## src/rtl/pps_pkg.sv

```systemverilog
package pps_pkg;
  typedef enum logic [2:0] {
    S_IDLE, S_CMD, S_PGM, S_POLL, S_LOCK, S_CLR
  } seq_state_t;

  localparam logic [7:0] CMD_PROT_PGM = 8'hC0;
  localparam logic [7:0] CMD_CLR_STAT = 8'h50;

  localparam int BIT_READY = 7;
  localparam int BIT_VPP   = 3;
  localparam int BIT_PFAIL = 4;
  localparam int BIT_PROT  = 1;

  typedef struct packed {
    logic ok;
    logic vpp;
    logic pfail;
    logic prot;
  } stat_res_t;
endpackage

```

## src/rtl/pps_bus_cycle.sv

```systemverilog
module pps_bus_cycle #(
  parameter int AW   = 16,
  parameter int DW   = 16,
  parameter int WAIT = 3
) (
  input  logic          clk,
  input  logic          rst,
  input  logic          go,
  input  logic          is_rd,
  input  logic [AW-1:0] addr,
  input  logic [DW-1:0] wdata,
  input  logic [DW-1:0] rdata_in,
  output logic [AW-1:0] addr_o,
  output logic [DW-1:0] wdata_o,
  output logic          we_o,
  output logic          oe_o,
  output logic          ack,
  output logic [DW-1:0] rdata_q
);
  localparam int CW = (WAIT > 1) ? $clog2(WAIT) : 1;
  logic [CW-1:0] cnt;

  always_ff @(posedge clk) begin
    if (rst) begin
      addr_o  <= '0;
      wdata_o <= '0;
      we_o    <= 1'b0;
      oe_o    <= 1'b0;
      ack     <= 1'b0;
      rdata_q <= '0;
      cnt     <= '0;
    end else begin
      ack <= 1'b0;
      if (go) begin
        addr_o  <= addr;
        wdata_o <= is_rd ? '0 : wdata;
        we_o    <= !is_rd;
        oe_o    <= is_rd;
        cnt     <= CW'(WAIT - 1);
      end else if (we_o || oe_o) begin
        if (cnt == '0) begin
          we_o <= 1'b0;
          oe_o <= 1'b0;
          ack  <= 1'b1;
          if (oe_o) rdata_q <= rdata_in;
        end else begin
          cnt <= cnt - 1'b1;
        end
      end
    end
  end
endmodule

```

## src/rtl/pps_status_dec.sv

```systemverilog
module pps_status_dec
  import pps_pkg::*;
#(
  parameter int DW = 16
) (
  input  logic [DW-1:0] status,
  output logic          ready,
  output stat_res_t     res
);
  always_comb begin
    ready     = status[BIT_READY];
    res       = '0;
    if (status[BIT_VPP])        res.vpp   = 1'b1;
    else if (status[BIT_PFAIL]) res.pfail = 1'b1;
    else if (status[BIT_PROT])  res.prot  = 1'b1;
    else                        res.ok    = 1'b1;
  end
endmodule

```

## src/rtl/prot_prog_seq.sv

```systemverilog
module prot_prog_seq
  import pps_pkg::*;
#(
  parameter int AW       = 16,
  parameter int DW       = 16,
  parameter int WAIT     = 3,
  parameter int POLL_MAX = 4096
) (
  input  logic          clk,
  input  logic          rst,
  input  logic          start,
  input  logic [AW-1:0] op_addr,
  input  logic [DW-1:0] op_data,
  input  logic          clr_req,
  output logic [AW-1:0] fl_addr,
  output logic [DW-1:0] fl_wdata,
  input  logic [DW-1:0] fl_rdata,
  output logic          fl_we,
  output logic          fl_oe,
  output logic          busy,
  output logic          done,
  output logic          ok,
  output logic          err_vpp,
  output logic          err_prog,
  output logic          err_prot,
  output logic          err_tmo
);
  localparam int PCW = $clog2(POLL_MAX + 1);

  seq_state_t    state;
  logic [AW-1:0] a_q;
  logic [DW-1:0] d_q;
  logic [DW-1:0] wd_q;
  logic          go_q, rd_q;
  logic [PCW-1:0] pcnt;
  logic          ack, ready;
  logic [DW-1:0] st_q;
  stat_res_t     res;

  pps_bus_cycle #(.AW(AW), .DW(DW), .WAIT(WAIT)) u_bus (
    .clk(clk), .rst(rst), .go(go_q), .is_rd(rd_q),
    .addr(a_q), .wdata(wd_q), .rdata_in(fl_rdata),
    .addr_o(fl_addr), .wdata_o(fl_wdata), .we_o(fl_we), .oe_o(fl_oe),
    .ack(ack), .rdata_q(st_q)
  );

  pps_status_dec #(.DW(DW)) u_dec (
    .status(st_q), .ready(ready), .res(res)
  );

  always_ff @(posedge clk) begin
    if (rst) begin
      state    <= S_IDLE;
      a_q      <= '0;
      d_q      <= '0;
      wd_q     <= '0;
      go_q     <= 1'b0;
      rd_q     <= 1'b0;
      pcnt     <= '0;
      busy     <= 1'b0;
      done     <= 1'b0;
      ok       <= 1'b0;
      err_vpp  <= 1'b0;
      err_prog <= 1'b0;
      err_prot <= 1'b0;
      err_tmo  <= 1'b0;
    end else begin
      go_q <= 1'b0;
      done <= 1'b0;
      unique case (state)
        S_IDLE: if (start) begin
          a_q      <= op_addr;
          d_q      <= op_data;
          wd_q     <= DW'(CMD_PROT_PGM);
          rd_q     <= 1'b0;
          go_q     <= 1'b1;
          busy     <= 1'b1;
          ok       <= 1'b0;
          err_vpp  <= 1'b0;
          err_prog <= 1'b0;
          err_prot <= 1'b0;
          err_tmo  <= 1'b0;
          state    <= S_CMD;
        end
        S_CMD: if (ack) begin
          wd_q  <= d_q;
          rd_q  <= 1'b0;
          go_q  <= 1'b1;
          state <= S_PGM;
        end
        S_PGM: if (ack) begin
          rd_q  <= 1'b1;
          go_q  <= 1'b1;
          pcnt  <= PCW'(1);
          state <= S_POLL;
        end
        S_POLL: if (ack) begin
          if (ready) begin
            done     <= 1'b1;
            ok       <= res.ok;
            err_vpp  <= res.vpp;
            err_prog <= res.pfail;
            err_prot <= res.prot;
            if (res.ok) begin
              busy  <= 1'b0;
              state <= S_IDLE;
            end else begin
              state <= S_LOCK;
            end
          end else if (pcnt == PCW'(POLL_MAX)) begin
            done    <= 1'b1;
            err_tmo <= 1'b1;
            state   <= S_LOCK;
          end else begin
            rd_q <= 1'b1;
            go_q <= 1'b1;
            pcnt <= pcnt + 1'b1;
          end
        end
        S_LOCK: if (clr_req) begin
          wd_q  <= DW'(CMD_CLR_STAT);
          rd_q  <= 1'b0;
          go_q  <= 1'b1;
          state <= S_CLR;
        end
        S_CLR: if (ack) begin
          busy     <= 1'b0;
          ok       <= 1'b0;
          err_vpp  <= 1'b0;
          err_prog <= 1'b0;
          err_prot <= 1'b0;
          err_tmo  <= 1'b0;
          state    <= S_IDLE;
        end
        default: state <= S_IDLE;
      endcase
    end
  end
endmodule

```

## config.mk

```make
export PLATFORM = sky130hd
export DESIGN_NAME = prot_prog_seq
export DESIGN_NICKNAME = d
export VERILOG_FILES = /design/src/rtl/pps_pkg.sv /design/src/rtl/pps_bus_cycle.sv /design/src/rtl/pps_status_dec.sv /design/src/rtl/prot_prog_seq.sv
export SDC_FILE = /design/constraint.sdc
export NUM_CORES = 1
export LEC_CHECK = 0
export CELL_PAD_IN_SITES_DETAIL_PLACEMENT = 1
export CELL_PAD_IN_SITES_GLOBAL_PLACEMENT = 1
export CORE_MARGIN = 2
export CORE_UTILIZATION = 38
export CTS_CLUSTER_DIAMETER = 30
export DETAILED_ROUTE_END_ITERATION = 6
export PLACE_DENSITY_LB_ADDON = 0.3
export SYNTH_ARGS = -nofsm -noshare
export SYNTH_HDL_FRONTEND = slang
export SYNTH_SLANG_ARGS = --single-unit
```

## constraint.sdc

```tcl
create_clock -name clk -period 2.6 [get_ports clk]
set_input_delay 0.52 -clock clk [delete_from_list [all_inputs] [get_ports clk]]
set_output_delay 0.52 -clock clk [all_outputs]
set_load 0.01 [all_outputs]
```

# Yosys cells after proc, flatten, opt, wreduce, memory -nomap -nowiden
# Cells that the tools add are included.
# totals
reg_bits	118
in_bits	52
output_inout_bits	41
elab_cells	148
# op_classes
n_addsub	2
n_eq_ne	19
n_mux	74
n_bitwise	5
n_reduce_logical	26
# ops
op	n
16-bit two-way mux	4
13-bit two-way mux	4
16-bit one-hot mux with 3 select lines	1
1-bit two-way mux	42
3-bit two-way mux	9
13-bit one-hot mux with 2 select lines	1
1-bit one-hot mux with 3 select lines	6
3-bit one-hot mux with 6 select lines	1
2-bit inequality test, second input constant	7
13-bit by 1-bit adder with 13-bit output, second input constant	1
13-bit == test, second input constant	1
6-bit AND reduction	2
2-bit by 1-bit inequality test with 1-bit output, second input constant	5
5-bit AND reduction	2
2-bit two-way mux	4
2-bit AND reduction	4
4-bit AND reduction	2
8-bit AND reduction	1
7-bit AND reduction	1
3-bit by 2-bit == test with 1-bit output, second input constant	2
3-bit == test, second input constant	2
2-bit nonzero test	3
3-bit nonzero test	2
3-bit OR reduction	2
other kinds (12)	17

# Longest topological paths before layout
# Gate-level depths: netlist of the first run.
# depth
ltp_word	7
ltp_mapped	7
depth_no_buf	6

# Hierarchy
# From an unflattened synthesis of the first run, not the netlist that was laid out.
# unflattened
hier_cells	584
hier_area_um2	5175.0
# by_module_without_submodules
mod	instances	cells_each	area_each_um2	seq_area_each_um2
prot_prog_seq	1	400	3334.4	1461.4
pps_bus_cycle	1	179	1804.2	1061.0
pps_status_dec	1	5	36.3	0.0

# Worst setup path after synthesis of the first run
# No wires, ideal clock.
# synth_path
path_type	in2reg
start	in start
end	reg err_prog
setup_time_ns	0.070
t_arrival_ns	1.844
t_required_ns	2.530
path_slack_ns	0.685
path_stages	5
path_buffers	1
path_cell_list	or4b_4 buf_6 o311a_4 or4b_1 a21oi_1
# synth_between
elab_chain_cells	2
# synth_lines
item	line_no	source
start: declaration	prot_prog_seq.sv:11	input logic start,
2-bit inequality test (no source line)	--	
5-bit AND reduction (no source line)	--	
end signal: assignment	prot_prog_seq.sv:102	err_prog <= res.pfail;
end: declaration	prot_prog_seq.sv:24	output logic err_prog,
# No other way between the ends.
# A chain may end at the register's enable or synchronous reset.

# Worst setup path after layout of the first run
# layout_path
start	reg state[0]
end	reg pcnt[11]
# layout_between
elab_chain_cells	3
word_cells_on_any_way	9
cone_classes	6 x eq/ne; 1 x mux; 2 x reduce/logical
# layout_lines
item	line_no	source
start: declaration	prot_prog_seq.sv:30	seq_state_t state;
start signal: assignment	prot_prog_seq.sv:53	state <= S_IDLE;
start signal: assignment	prot_prog_seq.sv:83	state <= S_CMD;
start signal: assignment	prot_prog_seq.sv:89	state <= S_PGM;
3-bit by 2-bit == test with 1-bit output	prot_prog_seq.sv:70	unique case (state)
2-bit inequality test (no source line), or another cell as far along	--	
5-bit AND reduction (no source line)	--	
end signal: assignment	prot_prog_seq.sv:117	pcnt <= pcnt + 1'b1;
end: declaration	prot_prog_seq.sv:35	logic [PCW-1:0] pcnt;
# Several ways; a longest one is shown, not always the timed one.

==> results of run 1 <==
sequential cells by signal, summed over array words and instances, names as in the netlist:
| name | cells |
|---|---|
| err_prot | 1 |
| u_bus.wdata_o | 16 |
| u_bus.we_o | 1 |
| done | 1 |
| err_prog | 1 |
| u_bus.cnt | 2 |
| ok | 1 |
| a_q | 16 |
| u_bus.rdata_q | 4 |
| busy | 1 |
| u_bus.addr_o | 16 |
| go_q | 1 |
| pcnt | 13 |
| d_q | 16 |
| err_vpp | 1 |
| u_bus.oe_o | 1 |
| state | 3 |
| wd_q | 16 |
| err_tmo | 1 |
| u_bus.ack | 1 |
| rd_q | 1 |
per-stage QoR:
stage	total power, mW	std cells	instance area, sq um	setup slack [ps]	hold WS, ps
after CTS	5.77	772	6170	456	456
after global placement	3.14	741	5520	151	439
after global routing	5.98	772	6170	390	475
after floorplan	2.78	537	4560	685	432
final	5.73	772	6170	462	454
after detailed placement	3.19	741	5520	143	447
cell families (layout without fill, tap and decap cells):
| logic type | Yosys count | in the layout | share of synthesized area |
|---|---|---|---|
| DFF | 114 | 114 | 0.501 |
| adders and majority gates | 2 | 2 | 0.00549 |
| AOI/OAI and AO/OA | 133 | 133 | 0.171 |
| buffers and inverters | 44 | 132 | 0.0401 |
| muxes | 23 | 23 | 0.0505 |
| and+or+nand+nor | 219 | 219 | 0.229 |
| xor gates and xnor gates | 2 | 2 | 0.00384 |
worst min path at each step:
| stage | to | slack, ps | cells after the start |
|---|---|---|---|
| 2_1_floorplan | wd_q[0] | 430 | 2 |
| 5_1_grt | wd_q[0] | 470 | 2 |
| 4_1_cts | d_q[0] | 460 | 2 |
| 3_3_place_gp | wd_q[13] | 440 | 2 |
| 3_5_place_dp | wd_q[12] | 450 | 2 |
| 6_report | wd_q[15] | 450 | 2 |
layout make-up:
cell class,count,area [sq um],share of cell area
clock buffers,23,508,0.0823
clock inverters,8,148,0.0239
inverters,8,30.0,0.00486
multi-input cells,379,2100,0.340
flip-flops and latches,114,2280,0.370
well taps,147,184,0.0298
repair buffers,93,921,0.149
layout by cell type (no fill, tap or decap), types with 5 or more instances in the layout:
master             n
nor2_1            60
or3_1              7
a22oi_1           15
dfxtp_1          114
buf_4             12
nor3_1             5
nand2_1           89
clkbuf_8           6
clkdlybuf4s50_1   79
clkbuf_16         17
mux2i_1           23
inv_1              7
a21oi_1           70
nand3_1           12
o21ai_0           28
worst min-delay path, cell delays in order (launching register included):
cell and delay, ps:
dfxtp_1 310, nand2_1 50, a21oi_1 50
where the power goes:
part / leakage (nW) / internal, mW / switching, mW
clock: 0.314 / 1.75 / 0.820
combinational: 0.950 / 0.449 / 0.649
sequential: 0.925 / 1.92 / 0.146
total: 2.19 / 4.11 / 1.62
per-layer routing:
layer  share of wire  global-route usage  routed length [microns]  vias up
li1                -                   -                        -     2032
met1            0.41               0.235                     5310     2069
met2            0.51               0.372                     6680       88
met3           0.060              0.0728                      782       21
met4           0.018              0.0854                      240        0
met5               0                   0                        0        -
==> flow_summary.ini, run 1 <==
[status]
status = complete, no violations

[detailed_routing]
via_count = 4210
via_per_inst = 5.45
wl_mm = 13.0
wl_per_cell_microns = 16.9
first_pass_iters = 4
drt_iter0_drc = 132
ant_nets = 0
drc = 0

[logic_synthesis]
yosysTopAreaCell = dfxtp_1
synth.area.top_cells = dfxtp_1 (50%), a21oi_1 (7.7%), nand2_1 (7.3%)
synth_cells = 537
syn_avg_cell_area_sq_um = 8.49
yosysSeqAreaShare = 0.501
syn-cell-area_sq_um = 4560
synthDistinctLibCells = 50
synth_commonest_cells = dfxtp_1 (114), nand2_1 (89), a21oi_1 (70)
ys_ff_latch = 114
synth.most_common_cell = dfxtp_1
yosysTopAreaCellShare = 0.501
syn-num-nets = 591
synth_warnings = 0
synth-edff-count = 0
asyncSetResetFlopFracSynth = 0
synth_flop_cell = dfxtp_1

[clock_network]
cts_root_buf = clkbuf_16
cts_sinks = 114
htreeDepth = 4
post_cts_resized = 0
clkLatencyLatePin_ps = 420
clk_path_buf_depth = 2
ctsHoldBuffers = 0
postCtsSetupRepairBufs = 0
clkSlewWorstSetupHoldPaths_ps = 60
cts_made_buffers = 17
cts_tree = built

[die]
core_area_sq_um = 11900
die_width_microns = 114
die_area_sq_um = 12900
initial_core_util = 0.384
rows = 40
io_pins = 93
dieHeight_microns = 114

[timing]
period_share = 0.822
setup_viol = 0
relSlewSlack = 0.561
fmax_ghz = 0.468
rsz0062_at_grt = false
clock-skew-final_ps = 6.21
fin_crit_ps = 2140
hold_viol = 0
slew_violations = 0
tightestPinTransition_ps = 649
tns_ps = 0

[setup_path]
criticalPathCategory = reg -> reg
cp_slowest_cell = or4b_2
cp_slowest_stage_delay_ps = 690
crit_path_end = pcnt[11]
startpoint = state[0]
timing.rr.end = pcnt[11]
cp_max_fo = 13
path_depth = 4
crit_required_ps = 2950
path_cells = and2_0, or2_2, or4b_2, a31oi_1
end_kind = flip-flop
cp-start-kind = flip-flop
worstPathArrival_ps = 2490
reg2reg_depth = 4
setup.reg_to_reg.worst_slack_ps = 460
crit_buf_inv = 0
rr_startpoint = state[0]
critPathTopFamily = simple AND/OR/NAND/NOR gates

[job]
drv_cap = 0

[cells_and_area]
area_growth_pct = 35.4
finish.utilization = 0.520
n_antenna_cell = 0
layout-drive-gt1-share = 0.0880
finish.net_count = 667
fillers = 1373

[placement]
dp_hpwl_mm = 8.53
port_buffers = 80
gp_congestion = 0.827

[global_route]
gr-total-overflow = 0
grt_pass1_wl_mm = 21.3
antenna_found_initial = 0
grt_max_degree = 78
track_usage = 0.212
grt_pass1_vias = 4410

[hold_path]
hold_path.class = reg -> reg
min-delay-start = d_q[15]

[power_and_ir_drop]
total_leakage_power_nw = 2.19
power-per-cell-area_nw_per_um2 = 928
ir_worst_vdd_mv = 0.484
Note: power is estimated with default switching activity, not from simulation.
==> inputs of run 2 (changes only) <==
--- a/config.mk
+++ b/config.mk
@@ -8,7 +8,7 @@
 export CELL_PAD_IN_SITES_DETAIL_PLACEMENT = 1
 export CELL_PAD_IN_SITES_GLOBAL_PLACEMENT = 1
 export CORE_MARGIN = 2
-export CORE_UTILIZATION = 38
+export CORE_UTILIZATION = 34
 export CTS_CLUSTER_DIAMETER = 30
 export DETAILED_ROUTE_END_ITERATION = 6
 export PLACE_DENSITY_LB_ADDON = 0.3
==> constraint.sdc (replaced) <==
create_clock -name clk -period 1.77 [get_ports clk]
set_input_delay 0.354 -clock clk [delete_from_list [all_inputs] [get_ports clk]]
set_output_delay 0.354 -clock clk [all_outputs]
set_load 0.01 [all_outputs]
==> flow_summary.ini, run 2 (synthesized netlist as in run 1, its figures left out) <==
[setup_path]
end_kind = flip-flop
crit_required_ps = 2100
setup.reg_to_reg.worst_slack_ps = -8
cp-start-kind = flip-flop
criticalPathCategory = reg -> reg
worstPathArrival_ps = 2110
cp_max_fo = 5

[timing]
relSlewSlack = 0.677
clock-skew-final_ps = 9.08
fin_crit_ps = 1780
setup_slack_ps = -8.35
tightestPinTransition_ps = 479
setup_viol = 1
period_share = 1.00
slew_violations = 0
fmax_ghz = 0.562
holdWs_ps = 304
rsz0062_at_grt = true
tns_ps = -8.35
hold_viol = 0

[power_and_ir_drop]
p_seq_frac = 0.368
total_leakage_power_nw = 2.41
p_int_mw = 5.71
p_sw_frac = 0.300
power-per-cell-area_nw_per_um2 = 1260
netSwitchingPower_mw = 2.44
ir_worst_vdd_mv = 0.874
combPwrFrac = 0.224
clkPwrFrac = 0.409

[placement]
place_area_sq_um = 5820
port_buffers = 80
dpl_worst_slack_ps = -447
gp_congestion = 0.851
dp_hpwl_mm = 9.10

[detailed_routing]
ant_nets = 0
first_pass_iters = 4
wl_per_cell_microns = 16.1
via_per_inst = 5.17
via_count = 4334
drt_iter0_drc = 173
drc = 0
wl_mm = 13.5

[cells_and_area]
finish.net_count = 704
area_growth_pct = 42.3
fillers = 1543
final_area_sq_um = 6490
final_cell_mix = dfxtp_1 (108), nand2_1 (89), clkdlybuf4s50_1 (76), a21oi_1 (68), nor2_1 (60)
n_antenna_cell = 0
layout-drive-gt1-share = 0.163
final_common_cell = dfxtp_1

[die]
die_area_sq_um = 14300
rows = 42
io_pins = 93
core_area_sq_um = 13200
dieHeight_microns = 120
initial_core_util = 0.346
die_width_microns = 120

[global_route]
antenna_found_initial = 0
grt_pass1_vias = 4560
track_usage = 0.195
grt_max_degree = 61
gr-total-overflow = 0
grt_pass1_wl_mm = 22.1

[clock_network]
cts_sinks = 114
clkSlewWorstSetupHoldPaths_ps = 60
cts_made_buffers = 17
clkLatencyLatePin_ps = 420
cts_tree = built
cts_root_buf = clkbuf_16
htreeDepth = 4
ctsHoldBuffers = 0
clk_path_buf_depth = 2

[status]
status = complete, but fails checks
violations = setup timing

[hold_path]
hold_path.class = in -> reg

[job]
drv_cap = 0
[run 2: power by group through the flow]
| stage | Combinational (mW) | Clock, mW | Sequential [mW] |
|---|---|---|---|
| final | 1.82 | 3.33 | 3.00 |
| after global routing | 2.00 | 3.52 | 3.03 |
| after CTS | 1.82 | 3.40 | 2.99 |
| after detailed placement | 1.78 | 0 | 3.04 |
| after global placement | 1.73 | 0 | 3.02 |
| after floorplan | 1.09 | 0 | 2.99 |
[run 2: layout make-up]
class,instances,area (sq um),share of cell area
Tap cell,176,220,0.0340
Clock inverter,13,135,0.0208
Sequential cell,114,2290,0.353
Inverter,8,30.0,0.00463
Multi-Input combinational cell,379,2160,0.333
Timing Repair Buffer,130,1210,0.186
Clock buffer,19,443,0.0683
[run 2: timing repair]
item | 4_1_cts | 5_1_grt
setup endpoints to repair | 9 | 13
endpoints found under the hold margin | 0 | 0
pin swaps | 1 | 3
resized for setup | 8 | 15
gates cloned | 0 | 0
setup buffers | 0 | 2
[run 2: path summary, 6_finish.rpt]
check	to	from	depth (start not counted)
worst max-delay path	pcnt[11]	state[2]	4
worst min-delay path	u_bus.rdata_q[7]	rst	2
worst max register to register	pcnt[11]	state[2]	4
worst min register to register	wd_q[11]	d_q[11]	2
[run 2: critical path, cell delays in order (launching register included)]
cell	delay [ps]
dfxtp_2	340
nand3b_1	200
or2_4	300
or4b_2	690
a31oi_1	170
[run 2: routing by layer]
layer	wire (microns)	vias up	track usage
li1	-	2115	-
met1	5890	2104	0.227
met2	6750	84	0.336
met3	559	31	0.0547
met4	312	0	0.0838
met5	0	-	0
[run 2: metrics by stage]
step                      cells  utilization  power, mW
after detailed placement    805        0.441       4.82
after global routing        839        0.492       8.55
after CTS                   837        0.487       8.21
after floorplan             537            -       4.08
final                       839        0.492       8.15
after global placement      805        0.441       4.76
